<file path="config.mk">
export PLATFORM = sky130hd
export DESIGN_NAME = xonxoff_flow_ctrl
export DESIGN_NICKNAME = d
export VERILOG_FILES = /design/src/rtl/fc_pkg.sv /design/src/rtl/fc_rx_filter.sv /design/src/rtl/fc_flag_ctrl.sv /design/src/rtl/fc_tx_arb.sv /design/src/rtl/xonxoff_flow_ctrl.sv
export SDC_FILE = /design/constraint.sdc
export NUM_CORES = 1
export LEC_CHECK = 0
export ABC_AREA = 1
export BUFFER_PORTS_ARGS = -buffer_cell sky130_fd_sc_hd__buf_2
export CAP_MARGIN = 20
export CORE_MARGIN = 3
export CORE_UTILIZATION = 36
export DETAILED_ROUTE_END_ITERATION = 6
export GPL_TIMING_DRIVEN = 0
export HOLD_SLACK_MARGIN = 0.12
export PLACE_DENSITY_LB_ADDON = 0.15
export SYNTH_ARGS = -nofsm -noshare
export SYNTH_HDL_FRONTEND = slang
export SYNTH_SLANG_ARGS = --single-unit
</file>
<file path="constraint.sdc">
create_clock -name clk -period 1.52 [get_ports clk]
set_input_delay 0.076 -clock clk [delete_from_list [all_inputs] [get_ports clk]]
set_output_delay 0.076 -clock clk [all_outputs]
set_load 0.05 [all_outputs]
</file>
<file path="src/rtl/fc_pkg.sv">
package fc_pkg;
   localparam logic [7:0] RESUME_CODE = 8'h11;
   localparam logic [7:0] STOP_CODE   = 8'h13;

   typedef enum logic [1:0] {
      SEL_NONE = 2'd0,
      SEL_STOP = 2'd1,
      SEL_RES  = 2'd2,
      SEL_DATA = 2'd3
   } tx_sel_e;
endpackage

</file>
<file path="src/rtl/fc_rx_filter.sv">
module fc_rx_filter #(
   parameter int DATA_W = 8,
   parameter int DEPTH  = 16,
   parameter int HWM    = 12,
   parameter int LVL_W  = $clog2(DEPTH + 1)
) (
   input  logic              clk,
   input  logic              rst_n,
   input  logic              en,
   input  logic              rx_valid,
   input  logic [DATA_W-1:0] rx_data,
   input  logic [LVL_W-1:0]  level,
   output logic              fifo_wr,
   output logic [DATA_W-1:0] fifo_wdata,
   output logic              got_stop,
   output logic              got_res,
   output logic              overrun_evt,
   output logic              hwm_hit
);
   import fc_pkg::*;

   localparam logic [LVL_W-1:0] FULL_C = LVL_W'(DEPTH);
   localparam logic [LVL_W:0]   HWM_C  = (LVL_W+1)'(HWM);

   logic is_stop, is_res, is_flow, full;

   always_comb begin
      is_stop     = en && (rx_data == DATA_W'(STOP_CODE));
      is_res      = en && (rx_data == DATA_W'(RESUME_CODE));
      is_flow     = is_stop || is_res;
      full        = (level >= FULL_C);
      got_stop    = rx_valid && is_stop;
      got_res     = rx_valid && is_res;
      fifo_wr     = rx_valid && !is_flow && !full;
      overrun_evt = rx_valid && !is_flow && full;
      fifo_wdata  = rx_data;
      hwm_hit     = fifo_wr && (({1'b0, level} + 1'b1) >= HWM_C);
   end

   AST_FLOW_NOT_STORED: assert property (@(posedge clk) disable iff (!rst_n)
      (fifo_wr && en) |-> (fifo_wdata != DATA_W'(STOP_CODE) && fifo_wdata != DATA_W'(RESUME_CODE)));
   AST_NO_WRITE_FULL: assert property (@(posedge clk) disable iff (!rst_n)
      fifo_wr |-> (level < FULL_C));
endmodule

</file>
<file path="src/rtl/fc_flag_ctrl.sv">
module fc_flag_ctrl #(
   parameter int DEPTH     = 16,
   parameter int LWM       = 4,
   parameter bit SAME_SLOT = 1'b1,
   parameter int LVL_W     = $clog2(DEPTH + 1)
) (
   input  logic             clk,
   input  logic             rst_n,
   input  logic             en,
   input  logic             got_stop,
   input  logic             got_res,
   input  logic             hwm_hit,
   input  logic             overrun_evt,
   input  logic             drain,
   input  logic [LVL_W-1:0] level,
   input  logic             sent_stop,
   input  logic             sent_res,
   input  logic             force_rx_off,
   input  logic             force_rx_on,
   input  logic             force_tx_off,
   input  logic             force_tx_on,
   input  logic             err_clr,
   output logic             stop_req,
   output logic             res_req,
   output logic             remote_halt,
   output logic             stop_out,
   output logic             ovr
);
   localparam logic [LVL_W-1:0] LWM_C = LVL_W'(LWM);

   logic en_q, stop_pend, res_pend;
   logic stop_trig, res_trig;

   always_comb begin
      stop_trig = en && hwm_hit && !stop_out && !stop_pend;
      res_trig  = en && drain && stop_out && (level < LWM_C);
   end

   generate
      if (SAME_SLOT) begin : g_same
         always_comb begin
            stop_req = (stop_pend && !res_trig) || stop_trig;
            res_req  = (res_pend && !stop_trig) || res_trig;
         end
      end else begin : g_next
         always_comb begin
            stop_req = stop_pend;
            res_req  = res_pend && !stop_trig;
         end
      end
   endgenerate

   always_ff @(posedge clk) begin
      if (!rst_n) begin
         en_q        <= 1'b0;
         stop_pend   <= 1'b0;
         res_pend    <= 1'b0;
         stop_out    <= 1'b0;
         remote_halt <= 1'b0;
         ovr         <= 1'b0;
      end else begin
         en_q <= en;
         if (overrun_evt)  ovr <= 1'b1;
         else if (err_clr) ovr <= 1'b0;
         if (!en) begin
            stop_pend   <= 1'b0;
            res_pend    <= 1'b0;
            stop_out    <= 1'b0;
            remote_halt <= 1'b0;
         end else if (!en_q) begin
            stop_pend   <= 1'b0;
            res_pend    <= 1'b0;
            stop_out    <= 1'b1;
            remote_halt <= 1'b0;
         end else begin
            stop_pend <= ((stop_pend && !res_trig) || stop_trig) && !sent_stop;
            res_pend  <= ((res_pend && !stop_trig) || res_trig) && !sent_res;
            if (sent_stop)                stop_out <= 1'b1;
            else if (res_trig || sent_res) stop_out <= 1'b0;
            if (force_rx_off || force_rx_on) begin
               stop_out  <= force_rx_off;
               stop_pend <= 1'b0;
               res_pend  <= 1'b0;
            end
            if (got_stop || force_tx_off)    remote_halt <= 1'b1;
            else if (got_res || force_tx_on) remote_halt <= 1'b0;
         end
      end
   end

   AST_PEND_EXCL: assert property (@(posedge clk) disable iff (!rst_n)
      !(stop_pend && res_pend));
   AST_OVR_STICKY: assert property (@(posedge clk) disable iff (!rst_n)
      (ovr && !err_clr) |=> ovr);
   AST_STOP_MARKS_SENT: assert property (@(posedge clk) disable iff (!rst_n)
      (en && en_q && sent_stop && !force_rx_on) |=> stop_out);
   AST_DISABLED_QUIET: assert property (@(posedge clk) disable iff (!rst_n)
      !en |=> (!stop_out && !remote_halt));
endmodule

</file>
<file path="src/rtl/fc_tx_arb.sv">
module fc_tx_arb #(
   parameter int DATA_W = 8
) (
   input  logic              clk,
   input  logic              rst_n,
   input  logic              stop_req,
   input  logic              res_req,
   input  logic              remote_halt,
   input  logic              ser_ready,
   input  logic              txq_valid,
   input  logic [DATA_W-1:0] txq_data,
   output logic              ser_valid,
   output logic [DATA_W-1:0] ser_data,
   output logic              txq_ready,
   output logic              sent_stop,
   output logic              sent_res
);
   import fc_pkg::*;

   tx_sel_e sel;

   always_comb begin
      if (!ser_ready)                     sel = SEL_NONE;
      else if (stop_req)                  sel = SEL_STOP;
      else if (res_req)                   sel = SEL_RES;
      else if (txq_valid && !remote_halt) sel = SEL_DATA;
      else                                sel = SEL_NONE;
      ser_valid = (sel != SEL_NONE);
      txq_ready = (sel == SEL_DATA);
      sent_stop = (sel == SEL_STOP);
      sent_res  = (sel == SEL_RES);
      case (sel)
         SEL_STOP: ser_data = DATA_W'(STOP_CODE);
         SEL_RES:  ser_data = DATA_W'(RESUME_CODE);
         SEL_DATA: ser_data = txq_data;
         default:  ser_data = '0;
      endcase
   end

   AST_FLOW_FIRST: assert property (@(posedge clk) disable iff (!rst_n)
      (stop_req || res_req) |-> !txq_ready);
   AST_HALT_NO_DATA: assert property (@(posedge clk) disable iff (!rst_n)
      remote_halt |-> !txq_ready);
   AST_ONE_FLOW: assert property (@(posedge clk) disable iff (!rst_n)
      !(sent_stop && sent_res));
endmodule

</file>
<file path="src/rtl/xonxoff_flow_ctrl.sv">
module xonxoff_flow_ctrl #(
   parameter int DATA_W    = 8,
   parameter int DEPTH     = 16,
   parameter int HWM       = 12,
   parameter int LWM       = 4,
   parameter bit SAME_SLOT = 1'b1,
   parameter int LVL_W     = $clog2(DEPTH + 1)
) (
   input  logic              clk,
   input  logic              rst_n,
   input  logic              fc_en,
   input  logic              rx_valid,
   input  logic [DATA_W-1:0] rx_data,
   input  logic [LVL_W-1:0]  fifo_level,
   input  logic              drain,
   output logic              fifo_wr,
   output logic [DATA_W-1:0] fifo_wdata,
   input  logic              txq_valid,
   input  logic [DATA_W-1:0] txq_data,
   output logic              txq_ready,
   input  logic              ser_ready,
   output logic              ser_valid,
   output logic [DATA_W-1:0] ser_data,
   input  logic              force_rx_off,
   input  logic              force_rx_on,
   input  logic              force_tx_off,
   input  logic              force_tx_on,
   input  logic              err_clr,
   output logic              rx_disabled,
   output logic              tx_disabled,
   output logic              ovr_err
);
   generate
      if (DATA_W < 8)              begin : g_bad_w   $error("DATA_W below 8");      end
      if (HWM < 1 || HWM > DEPTH)  begin : g_bad_hwm $error("HWM out of range");    end
      if (LWM < 1 || LWM >= HWM)   begin : g_bad_lwm $error("LWM must be below HWM"); end
      if (LVL_W < $clog2(DEPTH+1)) begin : g_bad_lvl $error("LVL_W too narrow");    end
   endgenerate

   logic got_stop, got_res, overrun_evt, hwm_hit;
   logic stop_req, res_req, remote_halt, stop_out, ovr;
   logic sent_stop, sent_res;

   fc_rx_filter #(.DATA_W(DATA_W), .DEPTH(DEPTH), .HWM(HWM), .LVL_W(LVL_W)) u_filt (
      .clk(clk), .rst_n(rst_n), .en(fc_en), .rx_valid(rx_valid), .rx_data(rx_data),
      .level(fifo_level), .fifo_wr(fifo_wr), .fifo_wdata(fifo_wdata),
      .got_stop(got_stop), .got_res(got_res), .overrun_evt(overrun_evt), .hwm_hit(hwm_hit)
   );

   fc_flag_ctrl #(.DEPTH(DEPTH), .LWM(LWM), .SAME_SLOT(SAME_SLOT), .LVL_W(LVL_W)) u_flags (
      .clk(clk), .rst_n(rst_n), .en(fc_en), .got_stop(got_stop), .got_res(got_res),
      .hwm_hit(hwm_hit), .overrun_evt(overrun_evt), .drain(drain), .level(fifo_level),
      .sent_stop(sent_stop), .sent_res(sent_res),
      .force_rx_off(force_rx_off), .force_rx_on(force_rx_on),
      .force_tx_off(force_tx_off), .force_tx_on(force_tx_on), .err_clr(err_clr),
      .stop_req(stop_req), .res_req(res_req), .remote_halt(remote_halt),
      .stop_out(stop_out), .ovr(ovr)
   );

   fc_tx_arb #(.DATA_W(DATA_W)) u_arb (
      .clk(clk), .rst_n(rst_n), .stop_req(stop_req), .res_req(res_req),
      .remote_halt(remote_halt), .ser_ready(ser_ready), .txq_valid(txq_valid),
      .txq_data(txq_data), .ser_valid(ser_valid), .ser_data(ser_data),
      .txq_ready(txq_ready), .sent_stop(sent_stop), .sent_res(sent_res)
   );

   assign rx_disabled = stop_out;
   assign tx_disabled = remote_halt;
   assign ovr_err     = ovr;

   AST_OVR_ONLY_ON_FULL: assert property (@(posedge clk) disable iff (!rst_n)
      (!ovr_err && !overrun_evt) |=> !ovr_err);
   AST_CLR_WORKS: assert property (@(posedge clk) disable iff (!rst_n)
      (err_clr && !overrun_evt) |=> !ovr_err);
endmodule

</file>
# --- After elaboration in Yosys (flattened, before gate mapping) ---
# Index checks and enable logic that the tools add are counted.
op_classes:
  shift: 0
  addsub: 1
  div: 0
  reduce_logical: 41
  bitwise: 3
  n_mul: 0
  n_eq_ne: 6
  order_cmp: 3
  mux: 13
ops:
  columns: ["operator", "count"]
  rows:
  - ["$pmux W8 S3", 1]
  - ["$logic_and A1 B1 Y1", 19]
  - ["$eq A8 B5 Y1 const B", 2]
  - ["$logic_not A1 Y1", 9]
  - ["$mux W1", 8]
  - ["$mux W2", 4]
  - ["$logic_or A1 B1 Y1", 7]
  - ["$add A5 B1 Y6 const B", 1]
  - ["$ge A6 B4 Y1 const B", 1]
  - ["$reduce_bool A2 Y1", 3]
  - ["$ge A5 B5 Y1 const B", 1]
  - ["$lt A5 B3 Y1 const B", 1]
  - ["$eq A2 B2 Y1 const B", 2]
  - ["$ne A4 B3 Y1 const B", 1]
  - ["$reduce_or A4 Y1", 1]
  - ["$not A1 Y1", 3]
  - ["$reduce_and A3 Y1", 1]
  - ["$eq A2 B1 Y1 const B", 1]
  - ["$reduce_and A2 Y1", 1]
word_totals:
  latchBits: 0
  n_memories: 0
  word_cells: 73
  out_inout_bits: 22
  ram_bits: 0
  mem_bits_ro: 0
  register_bits: 6
  in_bits: 33

# --- Longest topological paths before layout ---
logic_depth:
  word_depth: 22
  mapped_depth: 12
  ltp_nobuf: 12

# --- Hierarchy ---
# Synthesis repeated with hierarchy kept, for this count alone.
hier_totals:
  cells_unflattened: 104
  area_unflattened_um2: 625.6
by_module_without_submodules:
  columns: ["mod", "n_inst", "cells_each", "seq_area_each_um2", "area_each_um2"]
  rows:
  - ["fc_flag_ctrl", 1, 45, 120.1, 297.8]
  - ["fc_rx_filter", 1, 33, 0.0, 175.2]
  - ["fc_tx_arb", 1, 26, 0.0, 152.6]

# --- Worst setup path after synthesis ---
# Ideal clock, no wire load.
synth_path:
  kind: "register -> output"
  from: "register u_flags.stop_out"
  to: "output ser_data[2]"
  path_stages_with_launch: 9
  t_required_ps: 1444
  path_buffers: 0
  arrival_ps: 2444
  path_slack_ps: -1000
  path_cell_list: "dfxtp_1 > nor2_1 > nand2_1 > nor2_4 > nand3_4 > nand2_2 > nor2_4 > inv_4 > nor3b_1"
synth_via:
  elab_chain_len: 11
synth_rtl:
  columns: ["item", "line_no", "source"]
  rows:
  - ["start, declared", "fc_flag_ctrl.sv:26", "output logic stop_out,"]
  - ["start signal, assigned", "fc_flag_ctrl.sv:81", "stop_out <= force_rx_off;"]
  - ["$logic_not A1 Y1", "fc_flag_ctrl.sv:35", "stop_trig = en && hwm_hit && !stop_out && !stop_pend;"]
  - ["$logic_and A1 B1 Y1 (2 in series)", "fc_flag_ctrl.sv:35", null]
  - ["$logic_not A1 Y1", "fc_flag_ctrl.sv:43", "res_req = (res_pend && !stop_trig) || res_trig;"]
  - ["$logic_and A1 B1 Y1", "fc_flag_ctrl.sv:43", null]
  - ["$logic_or A1 B1 Y1", "fc_flag_ctrl.sv:43", null]
  - ["$mux W2", "fc_tx_arb.sv:25", "else if (res_req) sel = SEL_RES;"]
  - ["$mux W2 *", "fc_tx_arb.sv:24", "else if (stop_req) sel = SEL_STOP;"]
  - ["$mux W2 *", "fc_tx_arb.sv:23", "if (!ser_ready) sel = SEL_NONE;"]
  - ["$eq A2 B2 Y1 or $eq A2 B1 Y1 (tied branches)", "fc_tx_arb.sv:32", "case (sel)"]
  - ["$pmux W8 S3 *", "fc_tx_arb.sv:32", null]
  - ["end, declared", "xonxoff_flow_ctrl.sv:23", "output logic [DATA_W-1:0] ser_data,"]
# Every way passes the cells marked *; elsewhere a longest branch is shown, timed or not.

# --- Worst setup path after layout ---
layout_path:
  from: "register u_flags.stop_out"
  to: "output ser_data[4]"
# The elaborated chain is that of the path after synthesis.

==> results.md <==
* Fin Setup TNS at -2270 ps
* Internal Power at 390 uW
* Vias in the first global route at 692
* Post-synthesis sequential area ratio at 20.0%
* Post-Synthesis Cells at 89
* Reg2reg end: u_flags.stop_out
* Reg2Reg Setup Slack at 140 ps
* Worst-path clk slew at 50 ps
* Clk sink count at 6
* CP Launch Point: u_flags.stop_out
* Status: finished, violations left
* Fmax at 0.558 GHz
* CTS tree: done
* Sw Share at 40.7%
* Synth Area in Compound Gates at 9.60%
* Routed WL at 1750 um
* Hold Slack at 132 ps
* Routed length per instance at 10.2 um
* Final Net Count at around 190
* Max H-tree Level at 1
* Iter 0 DRT Violations at 6
* Stages on worst setup path at 10
* Critical Path AT at 1720 ps
* Die Area at 0.00219 mm2
* Leading area contributor after synthesis: dfxtp_1
* Critical-path maximum fanout at 6
* Clock power frac at 25.3%
* Number of synthesized register bits at 6
* Worst setup margin at -272 ps
* Crit start category: flip-flop
* Initial antenna violation count at 0
* Post-Layout Cell Count at 171
* R2R depth at 9
* Crit path cell chain: nor2_2 > nand2_1 > nor2_4 > nand3_4 > a21oi_4 > nand2_4 > nor2_8 > nand2_2 > nand3_4 > buf_8
* Hold crit path type: in2reg
* Ranking of synthesized cells by area: dfxtp_1 20%, nand2_1 13%, buf_4 10%, inv_1 9.4%, nor2_4 5.6%
* Largest net degree at the start of global routing at 7
* Overall Power at between 600 and 700 uW
* Drt drc at 0
* Grt ovf at 0
* RR Startpoint: u_flags.stop_out
* RSZ-0062 raised after global routing: yes
* Number of warnings issued by yosys at 0
* Top-area cell type share of the netlist area at 20.0%
* Failing checks: negative setup slack
* Max-slew headroom at a little over four fifths
* Maximum vdd ir drop at 0.000531 V
* Die height at 46.8 um
* Initial Util at 38.9%
* Antenna diode count at 0
* Leak Pwr at 0.000639 uW
* Sequential share of power at 25.1%
* Post-synthesis cell type count at 22
* Area of the mapped netlist at 599 um2
* Mean Syn Cell Area at 6.73 um2
* Final setup violation count at 10
* Area growth, synth to finish at 93.5%
* Core Area at 0.00154 mm2
* First-pass DRT Iterations at 4
* Number of CTS-inserted buffers at 3
* Worst path required time at 1440 ps
* First-pass GRT wire length at 2750 um
* Row count at 14
* Die Span X at 46.8 um
* Fillcell total at 124
* Slew Limit Fails at 0
* # IOs at 55
* Pwr Density at about 570 mW/mm2
* Worst stage delay on the critical path at 350 ps
* Vias/cell at 4.42
* Synth Area in XOR/XNOR at 0%
* Largest family of logic cells by synthesized area: simple AND/OR/NAND/NOR gates
* Layout Skew at 2.33 ps
* Most used cell, CP: nand3_4
* Worst Tran Pin Value at 248 ps
* Setup crit end kind: output pin
* Hold Vio Cnt, Final at 0
* CP max-delay cell: dfxtp_4
* Crit path kind: reg2out
* DR vias at 755
* Worst path bufs/invs at 1
* Logic pwr share at 49.6%
* Adder-cell share of the synthesized area at 0%
* Port bufs at 54
* Share of layout cells above drive strength 1 at approximately three fifths
* CP Capture Point: ser_data[4]
* Post-synthesis simple-gate area fraction at 49.9%
* CP top delay family: simple AND/OR/NAND/NOR gates
* Placed cell count at 159
* Post-synthesis mux area share at 0%
* Number of max-cap violations at 0
* Later-pin clock latency in the skew report at 250 ps
* Root Buffer: clkbuf_4
* Post-DRT Antenna Nets at 0
* Period utilization at 118%
* Crit path time final at 1790 ps
* Mapped Nets at 122
* Max clock buf depth at 2
* Global placer's final weighted congestion at 0.727
* HPWL after DPL at 1440 um
* Gr usage total at between 10% and 20%
* P_sw at 267 uW
## state kept, by name, indices dropped and copies added (netlist names)
register	flops
u_flags.res_pend	1
u_flags.stop_out	1
u_flags.ovr	1
u_flags.remote_halt	1
u_flags.stop_pend	1
u_flags.en_q	1
## worst register-to-register path: cells and delay by family (launching register included)
kind	cells	cell delay, ps
flops	1	350
simple gates	8	850
compound gates	1	120
## cells in the mapped netlist, drive strengths merged
| library cell | number |
|---|---|
| nand3 | 6 |
| a21oi | 3 |
| buf | 8 |
| dfxtp | 6 |
| a211oi | 1 |
| nor3 | 4 |
| a31oi | 1 |
| nor2 | 13 |
| nor3b | 5 |
| inv | 16 |
| a21boi | 1 |
| nand2 | 23 |
| o21ai | 2 |
## cell type report
class                   instances  area [um2]  share of cell area [%]
repair buffers                 62         413                    35.6
inverters                      16        62.6                    5.39
well taps                      16        20.0                    1.73
clock buffers                   4        26.3                    2.27
multi-input cells              59         454                    39.2
flip-flops and latches          6         124                    10.7
plain buffers                   8        60.1                    5.18
## routing by layer
metal	global-route usage [%]	vias up	wire (um)	part of all wire, %
li1	-	405	-	-
met5	0	-	0	0
met2	34.7	24	997	57
met3	1.15	4	94	5.4
met4	9.94	0	35	2.0
met1	18.3	322	620	35
## worst min path at each step
stage                     slack, ps           endpoint  cells past startpoint  startpoint
after global routing            150   u_flags.stop_out                      3       fc_en
after floorplan                 150  u_flags.stop_pend                      1   ser_ready
after CTS                       130   u_flags.stop_out                      3       fc_en
after global placement          290  u_flags.stop_pend                      2   ser_ready
after detailed placement        290  u_flags.stop_pend                      2   ser_ready
final                           130   u_flags.stop_out                      3       fc_en
## power by group through the flow
stage | clock (uW) | combinational (uW) | sequential (uW)
6_report | 166 | 326 | 165
5_1_grt | 179 | 349 | 165
4_1_cts | 175 | 327 | 165
3_5_place_dp | 0 | 291 | 168
3_3_place_gp | 0 | 285 | 168
2_1_floorplan | 0 | 197 | 180
## cells by family (layout without fill, tap and decap cells)
kind of cell / after synthesis / after routing
flops: 6 / 6
compound gates: 8 / 8
simple gates: 51 / 51
buf+inv: 24 / 90
## repair_timing
action / CTS / global route
setup buffers: 2 / 0
resized for setup: 21 / 2
hold buffers: 6 / 0
setup endpoints to repair: 10 / 11
pin swaps: 6 / 0
endpoints found under the hold margin: 5 / 0
## cell usage in the layout (no fill, tap or decap), types with 2 or more instances in the layout
master and n:
buf_2 45, inv_1 15, nand2_1 15, buf_4 10, nor2_1 7, nand2_2 6
dlygate4sd3_1 6, buf_6 6, nor3b_4 5, dfxtp_1 5, nor3_1 4, nor2_4 3
nand3_4 3, nand3_1 3, clkbuf_4 3, buf_8 3, nor2_2 2, a21oi_1 2
nand2_4 2, o21ai_0 2
## per-stage QoR
stage,worst slack (ps),util (%),instance area [um2]
floorplan,-196,-,696
global route,-407,75.2,1160
finish,-272,75.2,1160
global placement,-186,64.0,986
detailed placement,-223,64.0,986
CTS,-309,74.9,1150
Note: power is estimated with default switching activity, not from simulation.
